### config.mk
export PLATFORM = sky130hd
export DESIGN_NAME = sar_adc_ctrl
export DESIGN_NICKNAME = d
export VERILOG_FILES = /design/src/rtl/sar_ctrl_pkg.sv /design/src/rtl/sar_bit_step.sv /design/src/rtl/sar_offset_sub.sv /design/src/rtl/sar_cal_reg.sv /design/src/rtl/sar_adc_ctrl.sv
export SDC_FILE = /design/constraint.sdc
export NUM_CORES = 1
export LEC_CHECK = 0
export BUFFER_PORTS_ARGS = -buffer_cell sky130_fd_sc_hd__buf_2
export CAP_MARGIN = 20
export CORE_MARGIN = 2
export CORE_UTILIZATION = 55
export DETAILED_ROUTE_END_ITERATION = 10
export MAX_ROUTING_LAYER = met4
export PLACE_DENSITY = 0.76
export REMOVE_ABC_BUFFERS = 1
export SLEW_MARGIN = 20
export SYNTH_ARGS = -nofsm -noshare
export SYNTH_HDL_FRONTEND = slang
export SYNTH_SLANG_ARGS = --single-unit
export TNS_END_PERCENT = 10
### constraint.sdc
create_clock -name clk -period 4.3 [get_ports clk]
set_clock_uncertainty 0.1 [all_clocks]
set_input_delay 0.645 -clock clk [delete_from_list [all_inputs] [get_ports clk]]
set_output_delay 0.645 -clock clk [all_outputs]
set_load 0.005 [all_outputs]
### src/rtl/sar_ctrl_pkg.sv
package sar_ctrl_pkg;
    typedef enum logic [0:0] {
        PH_IDLE   = 1'b0,
        PH_SEARCH = 1'b1
    } phase_e;
endpackage

### src/rtl/sar_bit_step.sv
// One decision of the binary search: resolve the bit under test, then
// raise the next lower bit as the following trial.
module sar_bit_step #(
    parameter int W = 12
) (
    input  logic [W-1:0] code_i,
    input  logic [W-1:0] mask_i,
    input  logic         cmp_hi_i,
    output logic [W-1:0] code_o,
    output logic [W-1:0] mask_o,
    output logic         last_o
);
    logic [W-1:0] kept;

    always_comb begin
        kept   = cmp_hi_i ? code_i : (code_i & ~mask_i);
        mask_o = mask_i >> 1;
        code_o = kept | mask_o;
        last_o = mask_i[0];
    end
endmodule

### src/rtl/sar_offset_sub.sv
// Raw code minus offset; SATURATE selects clamping at zero or wrap.
module sar_offset_sub #(
    parameter int W        = 12,
    parameter bit SATURATE = 1'b1
) (
    input  logic [W-1:0] raw_i,
    input  logic [W-1:0] offset_i,
    output logic [W-1:0] corr_o
);
    logic [W:0] diff;

    always_comb diff = {1'b0, raw_i} - {1'b0, offset_i};

    generate
        if (SATURATE) begin : g_clamp
            always_comb corr_o = diff[W] ? '0 : diff[W-1:0];
        end else begin : g_wrap
            always_comb corr_o = diff[W-1:0];
        end
    endgenerate
endmodule

### src/rtl/sar_cal_reg.sv
// Per-column offset store, loaded at the end of a calibration search.
module sar_cal_reg #(
    parameter int W = 12
) (
    input  logic         clk,
    input  logic         rst_n,
    input  logic         load_i,
    input  logic [W-1:0] din_i,
    output logic [W-1:0] q_o
);
    logic [W-1:0] off_d, off_q;

    always_comb begin
        off_d = off_q;
        if (load_i) off_d = din_i;
    end

    always_ff @(posedge clk) begin
        if (!rst_n) off_q <= '0;
        else        off_q <= off_d;
    end

    assign q_o = off_q;
endmodule

### src/rtl/sar_adc_ctrl.sv
module sar_adc_ctrl #(
    parameter int W = 12
) (
    input  logic         clk,
    input  logic         rst_n,
    input  logic         conv_start,
    input  logic         cal_mode,
    input  logic         cmp_hi,
    output logic [W-1:0] dac_code,
    output logic         busy,
    output logic         done,
    output logic         cal_done,
    output logic [W-1:0] result
);
    import sar_ctrl_pkg::*;

    localparam logic [W-1:0] TOP_BIT = {1'b1, {(W-1){1'b0}}};

    typedef struct packed {
        phase_e       phase;
        logic         cal;
        logic [W-1:0] code;
        logic [W-1:0] mask;
        logic         done;
        logic         cal_done;
        logic [W-1:0] result;
    } ctl_t;

    ctl_t ctl_d, ctl_q;

    logic [W-1:0] step_code, step_mask, corr, offset_q;
    logic         step_last, cal_load;

    sar_bit_step #(.W(W)) u_step (
        .code_i   (ctl_q.code),
        .mask_i   (ctl_q.mask),
        .cmp_hi_i (cmp_hi),
        .code_o   (step_code),
        .mask_o   (step_mask),
        .last_o   (step_last)
    );

    sar_offset_sub #(.W(W), .SATURATE(1'b1)) u_sub (
        .raw_i    (step_code),
        .offset_i (offset_q),
        .corr_o   (corr)
    );

    sar_cal_reg #(.W(W)) u_cal (
        .clk    (clk),
        .rst_n  (rst_n),
        .load_i (cal_load),
        .din_i  (step_code),
        .q_o    (offset_q)
    );

    always_comb begin
        cal_load = (ctl_q.phase == PH_SEARCH) && step_last && ctl_q.cal;
    end

    always_comb begin
        ctl_d          = ctl_q;
        ctl_d.done     = 1'b0;
        ctl_d.cal_done = 1'b0;
        unique case (ctl_q.phase)
            PH_IDLE: begin
                if (conv_start) begin
                    ctl_d.phase = PH_SEARCH;
                    ctl_d.cal   = cal_mode;
                    ctl_d.code  = TOP_BIT;
                    ctl_d.mask  = TOP_BIT;
                end
            end
            PH_SEARCH: begin
                ctl_d.code = step_code;
                ctl_d.mask = step_mask;
                if (step_last) begin
                    ctl_d.phase = PH_IDLE;
                    ctl_d.code  = '0;
                    ctl_d.mask  = '0;
                    if (ctl_q.cal) begin
                        ctl_d.cal_done = 1'b1;
                    end else begin
                        ctl_d.done   = 1'b1;
                        ctl_d.result = corr;
                    end
                end
            end
            default: ctl_d.phase = PH_IDLE;
        endcase
    end

    always_ff @(posedge clk) begin
        if (!rst_n) begin
            ctl_q.phase    <= PH_IDLE;
            ctl_q.cal      <= 1'b0;
            ctl_q.code     <= '0;
            ctl_q.mask     <= '0;
            ctl_q.done     <= 1'b0;
            ctl_q.cal_done <= 1'b0;
            ctl_q.result   <= '0;
        end else begin
            ctl_q <= ctl_d;
        end
    end

    assign dac_code = ctl_q.code;
    assign busy     = (ctl_q.phase == PH_SEARCH);
    assign done     = ctl_q.done;
    assign cal_done = ctl_q.cal_done;
    assign result   = ctl_q.result;
endmodule

Yosys cells after proc, flatten, opt, wreduce, memory -nomap -nowiden
Index checks and enable logic that the tools add are counted.
W data, S select, Z words.
Storage, ports and cells
  bits in registers: 52
  input bits: 5
  output and inout port bits: 27
  word-level logic and storage cells: 30
Cells by class
  $add $sub $neg: 1
  eq/ne operators: 1
  multiplexer cells: 10
  bitwise gates (word level): 5
  reductions and logical operators: 5
Operators with widths (count)
  $pmux W24 S2: 1
  $mux W38: 1
  $mux W12: 3
  $mux W26: 1
  $sub A12 B12 Y13: 1
  $and A12 B12 Y12: 1
  $not A12 Y12: 1
  $or A12 B11 Y12: 1
  $reduce_and A3 Y1: 2
  $mux W1: 3
  $logic_and A1 B1 Y1: 2
  $ne A2 B2 Y1 const B: 1
  $not A1 Y1: 2
  $pmux W1 S2: 1
  $reduce_and A2 Y1: 1

Depth between registers and ports, before layout
Gate-level depths: netlist of run 1.
  word-level depth: 9
  mapped depth: 11
  mapped depth without buffers: 10

By module
Synthesis of run 1 repeated with hierarchy kept, for this count alone.
Unflattened totals
  cells, all modules: 372
  area, all modules: 3404.5 um^2
Modules (own cells, without submodules)
  sar_adc_ctrl: instances 1, cells an instance 198, area an instance 1996.9 um^2, seq. area each 800.8 um^2
  sar_offset_sub: instances 1, cells an instance 97, area an instance 681.9 um^2, seq. area each 0.0 um^2
  sar_cal_reg: instances 1, cells an instance 38, area an instance 450.4 um^2, seq. area each 240.2 um^2
  sar_bit_step: instances 1, cells an instance 39, area an instance 275.3 um^2, seq. area each 0.0 um^2

Worst setup path after synthesis of run 1
No wires, ideal clock.
  kind: input to register
  from: in cmp_hi
  to: reg, netlist name result[4]
  library setup time: 128 ps
  data arrival time: 2574 ps
  data required time: 4072 ps
  path slack: 1499 ps
  cell stages on the path: 11
  path buffers: 1
  cells stage by stage: or2b_1 > a21oi_1 > ha_1 > fa_1 > nor2b_4 > o31ai_4 > a31oi_2 > a221o_1 > buf_6 > a32oi_1 > nor2_1
On the way
  cells in the longest elaborated chain, start to end: 4
Ends and longest elaborated chain
  start, declared: RTL line sar_adc_ctrl.sv:8  | input logic cmp_hi,
  $mux W12: RTL line sar_bit_step.sv:16  | kept = cmp_hi_i ? code_i : (code_i & ~mask_i);
  $or A12 B11 Y12: RTL line sar_bit_step.sv:18  | code_o = kept | mask_o;
  $sub A12 B12 Y13: RTL line sar_offset_sub.sv:12  | always_comb diff = {1'b0, raw_i} - {1'b0, offset_i};
  $mux W12: RTL line sar_offset_sub.sv:16  | always_comb corr_o = diff[W] ? '0 : diff[W-1:0];
No other way between the ends.
A chain may end at the register's enable or synchronous reset.

Final worst setup path of run 1
  from: in cmp_hi
  to: reg, netlist name result[4]
On the way
  cells in the longest elaborated chain, start to end: 4
Ends and longest elaborated chain (RTL line)
  $mux W12: sar_bit_step.sv:16
  $or A12 B11 Y12: sar_bit_step.sv:18
  $sub A12 B12 Y13: sar_offset_sub.sv:12
  $mux W12: sar_offset_sub.sv:16
No other way between the ends.

==> results.yml, run 1 <==
synth:
  synth_area_sq_um: 2710
  muxShareOfSynthArea: 0.00739
  post_synth.cell_area_avg_sq_um: 8.24
  synth_ff_type: "dfxtp_1"
  synth_edf_count: 0
  synth_xor_area_frac: 0.0162
  synth-seq-area-share: 0.384
  synth_compound_area_frac: 0.227
  ys_types: 46
  synth_adder_area_share: 0.0628
  async_flop_share: 0
  yosysWarningCount: 0
  ys_seq_elements: 52
  synth_cells: 329
  synth_top_family_by_area: "compound AO/OA/AOI/OAI gates"
  synth-simple-area-share: 0.167
global_route:
  grt_use_total: 0.204
  grt_pass1_vias: 1930
  grt_max_degree: 25
  grt_antenna_before_repair: 0
  grt_overflow_total: 0
  grt_pass1_wl_um: 8510
setup_path:
  path_max_fanout: 12
  startpoint_type: "input port"
  worstSetupEndpointType: "flip-flop"
  r2r_end: "result[4]$_SDFFE_PN0P_"
  r2r_slack_ns: 1.40
  cp-startpoint: "cmp_hi"
  worstReg2RegStart: "ctl_q[14]$_SDFFE_PN0P_"
  worstSetupPathType: "input port to flip-flop"
  cp-endpoint: "result[4]$_SDFFE_PN0P_"
  critical_path_required_ns: 4.37
  cp.arrival_ns: 3.02
  rr_worst_depth: 10
sta:
  timing.fmax_mhz: 339
  rsz0062_at_grt: "no"
  fin_crit_ns: 2.95
  worstMarginPinSlew_ns: 0.737
  setup_tns_ns: 0
  hold_violations: 0
  max-slew-margin-rel: 0.507
  whs_ns: 0.367
  min_period_over_period: 0.686
  setup_viol: 0
  slew_violations: 0
  worst_slack_ns: 1.35
clocking:
  cts_hold_buf: 0
  worstSkewPairLatency_ns: 0.30
  clk_pin_slew_worst_paths_ns: 0.09
  numClockSinks: 52
  ctsResizeCount: 0
  cts_tree: "built"
  htree_levels: 2
  cts_buffers: 5
  post_cts_buffers: 0
  root_buffer: "clkbuf_8"
  cts_buffer_depth: 2
run:
  maxCapViolations: 0
routing:
  routed_wl_um: 4940
  via_count: 2127
  first_pass_iters: 4
  viasPerCell: 5.36
  drc: 0
  drt_iter0_markers: 149
  routedWlPerCell_um: 12.4
  ant_nets: 0
place:
  pre_cts_ws_ns: 1.07
  dpl.cell_count: 389
  gp_congestion: 0.853
  dpl.hpwl_um: 3560
  post_dp_cell_area_sq_um: 2710
  io_buffers: 31
layout:
  fin_cells: 397
  final_util: 0.595
  syn2layout_area_growth_pct: 3.79
  final_cell_mix: "nor2_1, dfxtp_1, buf_2, inv_1, a22oi_1"
  final_area_sq_um: 2810
  antenna_cells: 0
  final_common_cell: "nor2_1"
  drive_gt1_frac: 0.145
  fillers: 444
  final_nets: 347
power:
  switching_share: 0.223
  ir_drop_v: 0.000218
  switchingPower_mw: 0.194
  leakage_nw: 1.25
  p_int_mw: 0.676
  power.density_nw_per_um2: 309
  power_frac_comb: 0.062
  seq_power_share: 0.563
  clkPwrFrac: 0.375
  power_mw: 0.870
die:
  core_area_sq_um: 4720
  start_util: 0.574
  pin_count: 32
  die_area_sq_um: 5500
  die_w_um: 74.2
  num_rows: 25
  die_h_um: 74.2
outcome:
  status: "complete, no violations"
hold_path:
  hp-class: "flip-flop to flip-flop"
  min-delay-start: "result[10]$_SDFFE_PN0P_"
## worst min path at each step
| stage | endpoint | slack (ns) | cells past startpoint |
|---|---|---|---|
| final | result[10]$_SDFFE_PN0P_ | 0.37 | 2 |
| after global routing | u_cal.q_o[2]$_SDFFE_PN0P_ | 0.40 | 2 |
| after CTS | result[10]$_SDFFE_PN0P_ | 0.37 | 2 |
| after detailed placement | u_cal.q_o[5]$_SDFFE_PN0P_ | 0.36 | 2 |
| after global placement | result[11]$_SDFFE_PN0P_ | 0.35 | 2 |
| after floorplan | u_cal.q_o[10]$_SDFFE_PN0P_ | 0.34 | 2 |
## cells by family (layout without fill, tap and decap cells)
family	count (synthesis)	count (layout)
and+or+nand+nor	100	100
AOI/OAI and AO/OA	88	88
buffers and inverters	69	70
DFF	52	52
adders and majority gates	13	13
xor gates and xnor gates	5	5
muxes	2	2
## critical path, cell delays in order
cell     delay (ns)
buf_2          0.17
or2b_1         0.23
a21oi_1        0.23
ha_1           0.22
fa_1           0.27
nor2b_4        0.07
o31ai_4        0.23
a31oi_2        0.17
a221o_1        0.47
a32oi_1        0.25
nor2_1         0.05
## per-layer routing
layer	vias up	routed length [um]	part of all wire	track usage
met5	-	0	0	-
met4	0	34	0.0069	0.0606
met3	2	201	0.041	0.0366
met2	41	2360	0.48	0.334
met1	990	2340	0.47	0.258
li1	1094	-	-	-
## registers in the layout, summed over array words and instances (netlist names)
signal	flops
ctl_q	13
dac_code	12
result	12
u_cal.q_o	12
busy	1
cal_done	1
done	1
## synth_stat cells, types with 2 or more instances
library cell	instances	area [sq um]
ha_1	12	150
clkbuf_1	12	45.0
nand2b_1	3	18.8
nand2_1	18	67.6
buf_4	25	188
and3_1	4	25.0
nand3_1	5	25.0
nor2b_1	3	18.8
buf_6	2	22.5
a21oi_1	12	60.1
xor2_1	2	17.5
nor3_1	2	10.0
a22oi_1	26	195
o21ai_0	21	105
mux2i_1	2	20.0
a211oi_1	11	82.6
o21a_1	3	22.5
dfxtp_1	52	1040
nor2_1	57	214
xnor2_1	3	26.3
inv_1	29	109
## cell type report
class                      instances  area, sq um  share of cell area
clock inverter                     2         35.0              0.0125
multi-input combinational        208         1300               0.463
inverter                          29          109              0.0387
sequential                        52         1040               0.370
tap                               67         83.8              0.0298
clock buffer                       6         72.6              0.0258
timing repair buffer              33          170              0.0605
## power groups by stage
stage	Sequential [mW]	Combinational, mW	Clock (mW)
2_1_floorplan	0.500	0.0345	0
3_3_place_gp	0.501	0.0527	0
3_5_place_dp	0.501	0.0535	0
4_1_cts	0.490	0.0536	0.335
5_1_grt	0.491	0.0596	0.351
6_report	0.490	0.0535	0.326
Power figures use the tool's default switching activity.
==> inputs of run 2 (changes only) <==
Settings changed: CORE_UTILIZATION 55 to 52, PLACE_DENSITY 0.76 to 0.75.
Clock period 4.3 ns to 2.5 ns, I/O delays scaled along.
==> results.yml, run 2 (same netlist as run 1, synthesis figures left out) <==
routing:
  routed_wl_um: 5570
  viasPerCell: 5.15
  via_count: 2244
  drt_iter0_markers: 73
  first_pass_iters: 4
  routedWlPerCell_um: 12.8
  ant_nets: 0
  drc: 0
clocking:
  htree_levels: 2
  worstSkewPairLatency_ns: 0.30
  cts_hold_buf: 0
  cts_buffer_depth: 2
  clk_pin_slew_worst_paths_ns: 0.09
  cts_buffers: 5
  root_buffer: "clkbuf_8"
  cts_tree: "built"
  numClockSinks: 52
sta:
  hold_violations: 0
  setup_viol: 0
  fin_crit_ns: 2.45
  setup_tns_ns: 0
  timing.fmax_mhz: 408
  min_period_over_period: 0.981
  slew_violations: 0
  rsz0062_at_grt: "yes"
  worstMarginPinSlew_ns: 0.725
  max-slew-margin-rel: 0.515
layout:
  final_common_cell: "nor2_1"
  final_nets: 384
  antenna_cells: 0
  final_cell_mix: "nor2_1, dfxtp_1, buf_4, buf_2, inv_1"
  largest-register: "ctl_q"
  syn2layout_area_growth_pct: 15.7
  largest_reg_flops: 13
  drive_gt1_frac: 0.262
global_route:
  grt_use_total: 0.205
  grt_pass1_wl_um: 9570
  met2_usage: 0.323
  grt_max_degree: 31
  top_usage_layer: "met2"
  grt_overflow_total: 0
  grt_pass1_vias: 2128
  grt_use_met3: 0.0415
  met1_usage: 0.261
  grt_antenna_before_repair: 0
setup_path:
  cp.arrival_ns: 2.52
  r2r_slack_ns: 0.05
  worstSetupEndpointType: "flip-flop"
  path_max_fanout: 5
  cp-startpoint: "ctl_q[14]$_SDFFE_PN0P_"
  worstSetupPathType: "flip-flop to flip-flop"
  slowest_delay_ns: 0.41
  rr_worst_depth: 10
  r2r_end: "result[4]$_SDFFE_PN0P_"
  critical_path.slowest_cell: "a221o_2"
  worstReg2RegStart: "ctl_q[14]$_SDFFE_PN0P_"
  cp-endpoint: "result[4]$_SDFFE_PN0P_"
  critical_path_required_ns: 2.57
  crit_chain: "or2b_1 -> a21oi_2 -> ha_2 -> fa_2 -> nor2b_4 -> o31ai_4 -> a31oi_2 -> a221o_2 -> a32oi_1 -> nor2_1"
  startpoint_type: "flip-flop"
die:
  die_area_sq_um: 5800
  num_rows: 26
  pin_count: 32
  start_util: 0.534
  die_h_um: 76.2
  die_w_um: 76.2
  core_area_sq_um: 5070
power:
  power.density_nw_per_um2: 450
  leakage_nw: 1.42
  ir_drop_v: 0.000339
  power_mw: 1.41
place:
  gp_congestion: 0.803
  io_buffers: 31
  dpl.hpwl_um: 4000
run:
  maxCapViolations: 0
hold_path:
  hp-class: "input port to flip-flop"
outcome:
  status: "complete, no violations"
[run 2: repair_timing]
item,in CTS,in global routing
gates resized for setup,5,8
cloned,1,0
setup endpoints to repair,12,12
buffers inserted,0,1
pin swaps,1,4
[run 2: how the worst min path moves through the flow]
stage / from / to / depth (start not counted)
after floorplan: u_cal.q_o[10]$_SDFFE_PN0P_ / u_cal.q_o[10]$_SDFFE_PN0P_ / 2
after global placement: result[10]$_SDFFE_PN0P_ / result[10]$_SDFFE_PN0P_ / 2
after detailed placement: result[10]$_SDFFE_PN0P_ / result[10]$_SDFFE_PN0P_ / 2
after CTS: cal_mode / ctl_q[38]$_SDFFE_PN0P_ / 3
after global routing: cal_mode / ctl_q[38]$_SDFFE_PN0P_ / 3
final: cal_mode / ctl_q[38]$_SDFFE_PN0P_ / 3
[run 2: report_power, final]
part           internal, mW  switching [mW]
clock                 0.190           0.265
sequential            0.834         0.00565
combinational        0.0466          0.0707
total                  1.07           0.342
[run 2: per-stage QoR]
| stage | cell area (sq um) | hold slack (ns) | worst slack, ns | cells | utilization |
|---|---|---|---|---|---|
| after floorplan | 2450 | 0.343 | -0.130 | 289 | - |
| after global placement | 2980 | 0.345 | -0.219 | 427 | 0.588 |
| after detailed placement | 2980 | 0.355 | -0.315 | 427 | 0.588 |
| after CTS | 3090 | 0.211 | -0.0437 | 435 | 0.609 |
| after global routing | 3140 | 0.205 | -0.104 | 436 | 0.618 |
| final | 3140 | 0.215 | 0.0483 | 436 | 0.618 |
[run 2: area by class of cell]
| class | count | area (sq um) |
|---|---|---|
| inverters | 29 | 109 |
| clock buffers | 5 | 68.8 |
| multi-input cells | 209 | 1360 |
| well taps | 70 | 87.6 |
| fillers | 479 | 1940 |
| repair buffers | 69 | 453 |
| clock inverters | 2 | 12.5 |
| flip-flops and latches | 52 | 1040 |
[run 2: metal layers]
metal / wire [um] / part of all wire
met5: 0 / 0
met4: 74 / 0.013
met3: 229 / 0.041
met2: 2610 / 0.47
met1: 2650 / 0.48
[run 2: worst max-delay path: cells and delay by family (launching register included)]
kind / cells / cell delay, ns
adder cells (fa/ha/maj): 2 / 0.45
AO/OA/AOI/OAI: 5 / 1.10
AND/OR/NAND/NOR: 3 / 0.35
flip-flops: 1 / 0.33
